==> src/rtl/spr_pkg.sv <==
`timescale 1ns/1ps
package spr_pkg;
  typedef struct packed {
    logic hs;
    logic vs;
    logic de;
  } sync_t;
endpackage

==> src/rtl/sprite_locate.sv <==
`timescale 1ns/1ps
module sprite_locate #(
  parameter int XW  = 10,
  parameter int YW  = 10,
  parameter int AW  = 19,
  parameter int SPR = 64,
  parameter int PPW = 6
) (
  input  logic                       clk,
  input  logic                       rst_n,
  input  logic [XW-1:0]              pix_x,
  input  logic [YW-1:0]              pix_y,
  input  logic                       pix_de,
  input  logic [XW-1:0]              spr_x,
  input  logic [YW-1:0]              spr_y,
  input  logic [AW-1:0]              spr_base,
  output logic                       in_spr,
  output logic [$clog2(PPW)-1:0]     slot,
  output logic                       par,
  output logic                       req_q,
  output logic [AW-1:0]              addr_q
);
  localparam int CW    = $clog2(SPR);
  localparam int IDXW  = 2 * CW;
  localparam int SLOTW = $clog2(PPW);
  localparam logic [IDXW-1:0] PPW_V = IDXW'(PPW);
  localparam logic [XW:0]     SPR_XV = (XW+1)'(SPR);
  localparam logic [YW:0]     SPR_YV = (YW+1)'(SPR);

  logic [XW:0]     dx;
  logic [YW:0]     dy;
  logic [IDXW-1:0] idx;
  logic [IDXW-1:0] woff;
  logic [AW-1:0]   addr_d;
  logic            req_d;

  always_comb begin
    dx     = {1'b0, pix_x} - {1'b0, spr_x};
    dy     = {1'b0, pix_y} - {1'b0, spr_y};
    in_spr = pix_de && (dx < SPR_XV) && (dy < SPR_YV);
    idx    = {dy[CW-1:0], dx[CW-1:0]};
    woff   = idx / PPW_V;
    slot   = SLOTW'(idx % PPW_V);
    addr_d = spr_base + AW'(woff);
    par    = addr_d[0];
    req_d  = in_spr && ((dx[CW-1:0] == '0) || (slot == '0));
  end

  always_ff @(posedge clk or negedge rst_n) begin
    if (!rst_n) begin
      req_q  <= 1'b0;
      addr_q <= '0;
    end else begin
      req_q <= req_d;
      if (req_d) addr_q <= addr_d;
    end
  end
endmodule

==> src/rtl/sprite_word_buf.sv <==
`timescale 1ns/1ps
module sprite_word_buf #(
  parameter int WORDW = 36,
  parameter int PIXW  = 6,
  parameter int PPW   = 6
) (
  input  logic                   clk,
  input  logic                   rst_n,
  input  logic                   wr_en,
  input  logic                   wr_sel,
  input  logic [WORDW-1:0]       wr_word,
  input  logic                   rd_sel,
  input  logic [$clog2(PPW)-1:0] rd_slot,
  output logic [PIXW-1:0]        pix
);
  localparam int SLOTW = $clog2(PPW);
  localparam int LANES = 1 << SLOTW;

  logic [WORDW-1:0] bank [2];
  logic [WORDW-1:0] cur;
  logic [PIXW-1:0]  lane [LANES];

  for (genvar b = 0; b < 2; b++) begin : g_bank
    always_ff @(posedge clk or negedge rst_n) begin
      if (!rst_n)                         bank[b] <= '0;
      else if (wr_en && (wr_sel == 1'(b))) bank[b] <= wr_word;
    end
  end

  assign cur = bank[rd_sel];

  for (genvar s = 0; s < LANES; s++) begin : g_lane
    if (s < PPW) begin : g_used
      assign lane[s] = cur[WORDW-1-s*PIXW -: PIXW];
    end else begin : g_pad
      assign lane[s] = '0;
    end
  end

  assign pix = lane[rd_slot];
endmodule

==> src/rtl/sprite_palette.sv <==
`timescale 1ns/1ps
module sprite_palette #(
  parameter int PIXW = 6,
  parameter int RGBW = 24
) (
  input  logic            clk,
  input  logic            rst_n,
  input  logic            we,
  input  logic [PIXW-1:0] waddr,
  input  logic [RGBW-1:0] wdata,
  input  logic            show_spr,
  input  logic [PIXW-1:0] pix,
  input  logic            transp_en,
  input  logic [RGBW-1:0] bg_rgb,
  output logic [RGBW-1:0] rgb
);
  localparam int PALN = 1 << PIXW;

  logic [RGBW-1:0] tab [PALN];
  logic [RGBW-1:0] rgb_d;
  logic            opaque;

  always_ff @(posedge clk) begin
    if (we) tab[waddr] <= wdata;
  end

  always_comb begin
    opaque = show_spr && !(transp_en && (pix == '0));
    rgb_d  = opaque ? tab[pix] : bg_rgb;
  end

  always_ff @(posedge clk or negedge rst_n) begin
    if (!rst_n) rgb <= '0;
    else        rgb <= rgb_d;
  end
endmodule

==> src/rtl/sprite_fetch_palette.sv <==
`timescale 1ns/1ps
module sprite_fetch_palette #(
  parameter int XW      = 10,
  parameter int YW      = 10,
  parameter int AW      = 19,
  parameter int SPR     = 64,
  parameter int PIXW    = 6,
  parameter int WORDW   = 36,
  parameter int RGBW    = 24,
  parameter int MEM_LAT = 3
) (
  input  logic             clk,
  input  logic             rst_n,
  input  logic [XW-1:0]    pix_x,
  input  logic [YW-1:0]    pix_y,
  input  logic             pix_de,
  input  logic             pix_hs,
  input  logic             pix_vs,
  input  logic [AW-1:0]    spr_base,
  input  logic [XW-1:0]    spr_x,
  input  logic [YW-1:0]    spr_y,
  input  logic             transp_en,
  input  logic [RGBW-1:0]  bg_rgb,
  input  logic             pal_we,
  input  logic [PIXW-1:0]  pal_waddr,
  input  logic [RGBW-1:0]  pal_wdata,
  output logic             mem_req,
  output logic [AW-1:0]    mem_addr,
  input  logic             mem_rvalid,
  input  logic [WORDW-1:0] mem_rdata,
  output logic [RGBW-1:0]  rgb_out,
  output logic             out_de,
  output logic             out_hs,
  output logic             out_vs
);
  import spr_pkg::*;

  localparam int PPW   = WORDW / PIXW;
  localparam int SLOTW = $clog2(PPW);
  localparam int DEPTH = MEM_LAT + 2;
  localparam int WR_ST = MEM_LAT;
  localparam int RD_ST = MEM_LAT + 1;

  typedef struct packed {
    logic             in_spr;
    logic [SLOTW-1:0] slot;
    logic             par;
    sync_t            sy;
  } stage_t;

  logic             in_spr;
  logic [SLOTW-1:0] slot;
  logic             par;
  stage_t           stg0_d;
  stage_t           stg [DEPTH];
  logic [PIXW-1:0]  pix;
  sync_t            sync_q;

  sprite_locate #(.XW(XW), .YW(YW), .AW(AW), .SPR(SPR), .PPW(PPW)) loc_i (
    .clk(clk), .rst_n(rst_n), .pix_x(pix_x), .pix_y(pix_y), .pix_de(pix_de),
    .spr_x(spr_x), .spr_y(spr_y), .spr_base(spr_base),
    .in_spr(in_spr), .slot(slot), .par(par), .req_q(mem_req), .addr_q(mem_addr)
  );

  always_comb begin
    stg0_d.in_spr = in_spr;
    stg0_d.slot   = slot;
    stg0_d.par    = par;
    stg0_d.sy.hs  = pix_hs;
    stg0_d.sy.vs  = pix_vs;
    stg0_d.sy.de  = pix_de;
  end

  for (genvar k = 0; k < DEPTH; k++) begin : g_dly
    always_ff @(posedge clk or negedge rst_n) begin
      if (!rst_n)      stg[k] <= '0;
      else if (k == 0) stg[k] <= stg0_d;
      else             stg[k] <= stg[(k == 0) ? 0 : k-1];
    end
  end

  sprite_word_buf #(.WORDW(WORDW), .PIXW(PIXW), .PPW(PPW)) buf_i (
    .clk(clk), .rst_n(rst_n), .wr_en(mem_rvalid), .wr_sel(stg[WR_ST].par),
    .wr_word(mem_rdata), .rd_sel(stg[RD_ST].par), .rd_slot(stg[RD_ST].slot), .pix(pix)
  );

  sprite_palette #(.PIXW(PIXW), .RGBW(RGBW)) pal_i (
    .clk(clk), .rst_n(rst_n), .we(pal_we), .waddr(pal_waddr), .wdata(pal_wdata),
    .show_spr(stg[RD_ST].in_spr), .pix(pix), .transp_en(transp_en),
    .bg_rgb(bg_rgb), .rgb(rgb_out)
  );

  always_ff @(posedge clk or negedge rst_n) begin
    if (!rst_n) sync_q <= '0;
    else        sync_q <= stg[RD_ST].sy;
  end

  assign out_hs = sync_q.hs;
  assign out_vs = sync_q.vs;
  assign out_de = sync_q.de;
endmodule

==> config.mk <==
export PLATFORM = sky130hd
export DESIGN_NAME = sprite_fetch_palette
export DESIGN_NICKNAME = d
export VERILOG_FILES = /design/src/rtl/spr_pkg.sv /design/src/rtl/sprite_locate.sv /design/src/rtl/sprite_word_buf.sv /design/src/rtl/sprite_palette.sv /design/src/rtl/sprite_fetch_palette.sv
export SDC_FILE = /design/constraint.sdc
export NUM_CORES = 2
export LEC_CHECK = 0
export BUFFER_PORTS_ARGS = -buffer_cell sky130_fd_sc_hd__buf_2
export CORE_MARGIN = 2
export CORE_UTILIZATION = 45
export CTS_BUF_LIST = sky130_fd_sc_hd__clkbuf_16
export CTS_CLUSTER_SIZE = 20
export DETAILED_ROUTE_END_ITERATION = 12
export SYNTH_ARGS = -nofsm -noshare
export SYNTH_HDL_FRONTEND = slang
export SYNTH_SLANG_ARGS = --single-unit
==> constraint.sdc <==
create_clock -name clk -period 4.45 [get_ports clk]
set_clock_uncertainty 0.05 [all_clocks]
set_input_delay 0.445 -clock clk [delete_from_list [all_inputs] [get_ports clk]]
set_output_delay 0.445 -clock clk [all_outputs]
set_load 0.02 [all_outputs]
==> metrics.cfg <==
[cts]
clk_latency_ns=0.81
cts_tree=done
clkSlewWorstSetupHoldPaths_ns=0.06
htreeDepth=4
clk_path_buf_depth=3
numCtsBuffers=169
cts_root_buf=clkbuf_16
clock_sinks=1695

[yosys]
synth_ff_type=edfxtp_1
netlist_instances=5001
synth_simple_gate_area_share_pct=10.35
yosys_register_bits=1695
synthXorXnorAreaFrac_pct=0.4242
synth_warnings=0
synth-seq-area-share_pct=71.67
syn_area_um2=69900
synth_area_per_cell_um2=13.98
synth_largest_area_cell=edfxtp_1
synth_edf_count=1536
synth_compound_area_share_pct=12.19
synth_top_area_share_pct=65.98
async_reset_ff_share_pct=9.381
syn-num-nets=5191
yosysUniqueCellTypes=89
synthTopCellsByArea=edfxtp_1 66%, a211oi_1 6.3%, dfrtp_1 5.7%
synth.area.mux_share_pct=2.320
synth-adder-area-share_pct=0.6372
synth_top_family_by_area=compound AO/OA/AOI/OAI gates

[min_path]
hp-class=primary input to flip-flop
min-delay-start=pal_wdata[19]
whs_path_depth=1
whs_endpoint=pal_i.tab[36][19]$_DFFE_PP_

[worst_setup_path]
worstPathMaxFanout=6
r2r_setup_slack_ns=0.11
critPathLaunchType=primary input
worstPathRequired_ns=5.08
setup.worst_path.end_class=flip-flop
cpPeakStageDelay_ns=0.55
slowest_stage=or4_4
cp_common_cell=a21oi_2
crit_arrival_ns=6.08
rr_startpoint=stg[4]$_DFF_PN0_
reg2reg_to=pal_i.rgb[9]$_DFF_PN0_
critical_path_class=primary input to flip-flop
r2r_cells=13

[routing]
drt_iter0_drc=4712
wl_per_cell_um=25.01
post-route-drc-count=0
routed_wl_um=193900
via_per_inst=5.854
dr.pass1.iters=5
antenna_left=0
dr_total_vias=45380

[floorplan]
die-area_um2=158500
die_h_um=398.1
coreArea_um2=154200
io_pins=204
fp-row-count=144
die_x_um=398.1
initial_utilization_pct=45.33

[power_and_ir_drop]
pwr-share-comb_pct=52.2
ir_drop_uv=539.8
pwr-share-seq_pct=26.6
p_switching_uw=29000
finalPower_uw=68230
pwr-share-clk_pct=21.2
p_leak_uw=0.02853
power_density_nw_per_um2=819.8
p_int_uw=39240
switching_share_pct=42.50

[final_layout]
final_common_cell=edfxtp_1
drive_gt1_share_pct=20.93
final_nets=5747
regArea_um2=50100
final_util_pct=53.97
synthToLayoutAreaGrowth_pct=19.07
multi_input_area_um2=18690
fillers=12550
most-common-layout-cells=1536 x edfxtp_1, 829 x nand2_1, 582 x a211oi_1, 433 x buf_4, 352 x and2_1

[status]
violations=setup timing
status=finished with violations

[timing]
worst_slew_pin_slew_ns=1.097
slew_headroom_pct=26.69
rsz0062_at_grt=yes
worst_slack_ns=-1.003
post-route-min-period_ns=5.453
fmax_mhz=183.4
drv_slew=0
setup_viol=15
hold_violations=0
period_share_pct=122.5

[grt]
grt_pass1_wl_um=285700
gr-total-overflow=0
antenna_found_initial=12
grt_usage_pct=24.22
grt_pass1_vias=43800
grt_max_degree=95

[placement]
hpwl_um=117900
gp_congestion=0.8449
place.port_buffers=203

[flow_run]
maxCapViolCount=0

-- layout make-up --
class | instances | share of cell area (%)
inverter | 41 | 0.1999
multi-input combinational | 2886 | 22.45
timing repair buffer | 764 | 7.248
clock inverter | 140 | 1.607
sequential | 1695 | 60.19
tap | 2044 | 3.072
clock buffer | 173 | 5.201
antenna | 8 | 0.02405
-- state kept, by name, indices dropped and copies added (netlist names) --
name,flops
buf_i.bank,72
loc_i.req_q,1
out_vs,1
loc_i.addr_q,19
pal_i.tab,1536
out_hs,1
stg,40
out_de,1
pal_i.rgb,24
-- worst max-delay path by stage --
stage,start,endpoint,slack [ns],depth (start not counted)
after CTS,pix_y[0],loc_i.addr_q[17]$_DFFE_PN0P_,-0.91,31
final,pix_y[0],loc_i.addr_q[16]$_DFFE_PN0P_,-1.00,32
after floorplan,pix_y[0],loc_i.addr_q[12]$_DFFE_PN0P_,-1.34,31
after detailed placement,pix_y[0],loc_i.addr_q[17]$_DFFE_PN0P_,-2.11,31
after global routing,pix_y[0],loc_i.addr_q[16]$_DFFE_PN0P_,-1.18,33
after global placement,pix_y[0],loc_i.addr_q[17]$_DFFE_PN0P_,-2.03,31
-- synthesized netlist by cell type (27+ instances only) --
| cell | instances |
|---|---|
| a311oi_1 | 193 |
| inv_1 | 40 |
| a21oi_1 | 28 |
| o21ai_0 | 27 |
| buf_1 | 30 |
| edfxtp_1 | 1536 |
| a31oi_1 | 198 |
| a211oi_1 | 582 |
| mux2_2 | 80 |
| nor2_1 | 111 |
| dfrtp_1 | 159 |
| and2_0 | 32 |
| ha_1 | 30 |
| nor3_1 | 161 |
| nand2_1 | 830 |
| clkbuf_1 | 330 |
| and2_1 | 353 |
-- cell families after synthesis --
family | count (synthesis)
multiplexers | 125
adder cells (fa/ha/maj) | 34
XOR/XNOR | 33
flip-flops | 1695
AO/OA/AOI/OAI | 1136
AND/OR/NAND/NOR | 1558
buffers and inverters | 420
-- power by group through the flow --
stage,clock network (uW),logic [uW],registers (uW)
final,14500,35600,18100
after global routing,15300,38300,18200
after CTS,14700,35400,18100
after detailed placement,0,35000,18500
after global placement,0,34800,18400
after floorplan,0,19700,18400
-- per-layer routing --
metal / global-route usage [%] / vias to the layer above / part of all wire [%]
li1: - / 20350 / -
met1: 34.84 / 23140 / 43
met2: 38.28 / 1624 / 47
met3: 3.964 / 261 / 7.7
met4: 6.590 / 6 / 2.2
met5: 0 / - / 0.021
-- through the flow --
| stage | setup WS [ns] | setup TNS, ns | hold WS (ns) | std cells | cell area [um^2] |
|---|---|---|---|---|---|
| final | -1.003 | -10.51 | 0.04593 | 7751 | 83240 |
| after floorplan | -1.337 | -16.19 | 0.09941 | 5001 | 70000 |
| after global routing | -1.179 | -13.38 | 0.04062 | 7745 | 83220 |
| after CTS | -0.9124 | -9.502 | 0.003167 | 7737 | 83070 |
| after detailed placement | -2.106 | -29.89 | 0.2847 | 7336 | 76410 |
| after global placement | -2.028 | -28.26 | 0.2816 | 7336 | 76410 |
-- critical path, delay by kind of cell --
kind | cells | cell delay (ns)
AOI/OAI and AO/OA | 13 | 2.10
xor gates and xnor gates | 2 | 0.35
adders and majority gates | 3 | 0.87
buffers and inverters | 8 | 0.91
muxes | 1 | 0.26
and+or+nand+nor | 5 | 1.13
-- what timing repair did --
item                                    4_1_cts  5_1_grt
endpoints found under the setup margin       16       20
pin swaps                                    40       20
buffers inserted                             10        6
gates cloned                                  1        0
hold buffers                                 77        0
gates resized for setup                      31       18
hold endpoints to repair                    232        0
(Power assumes the default switching activity.)
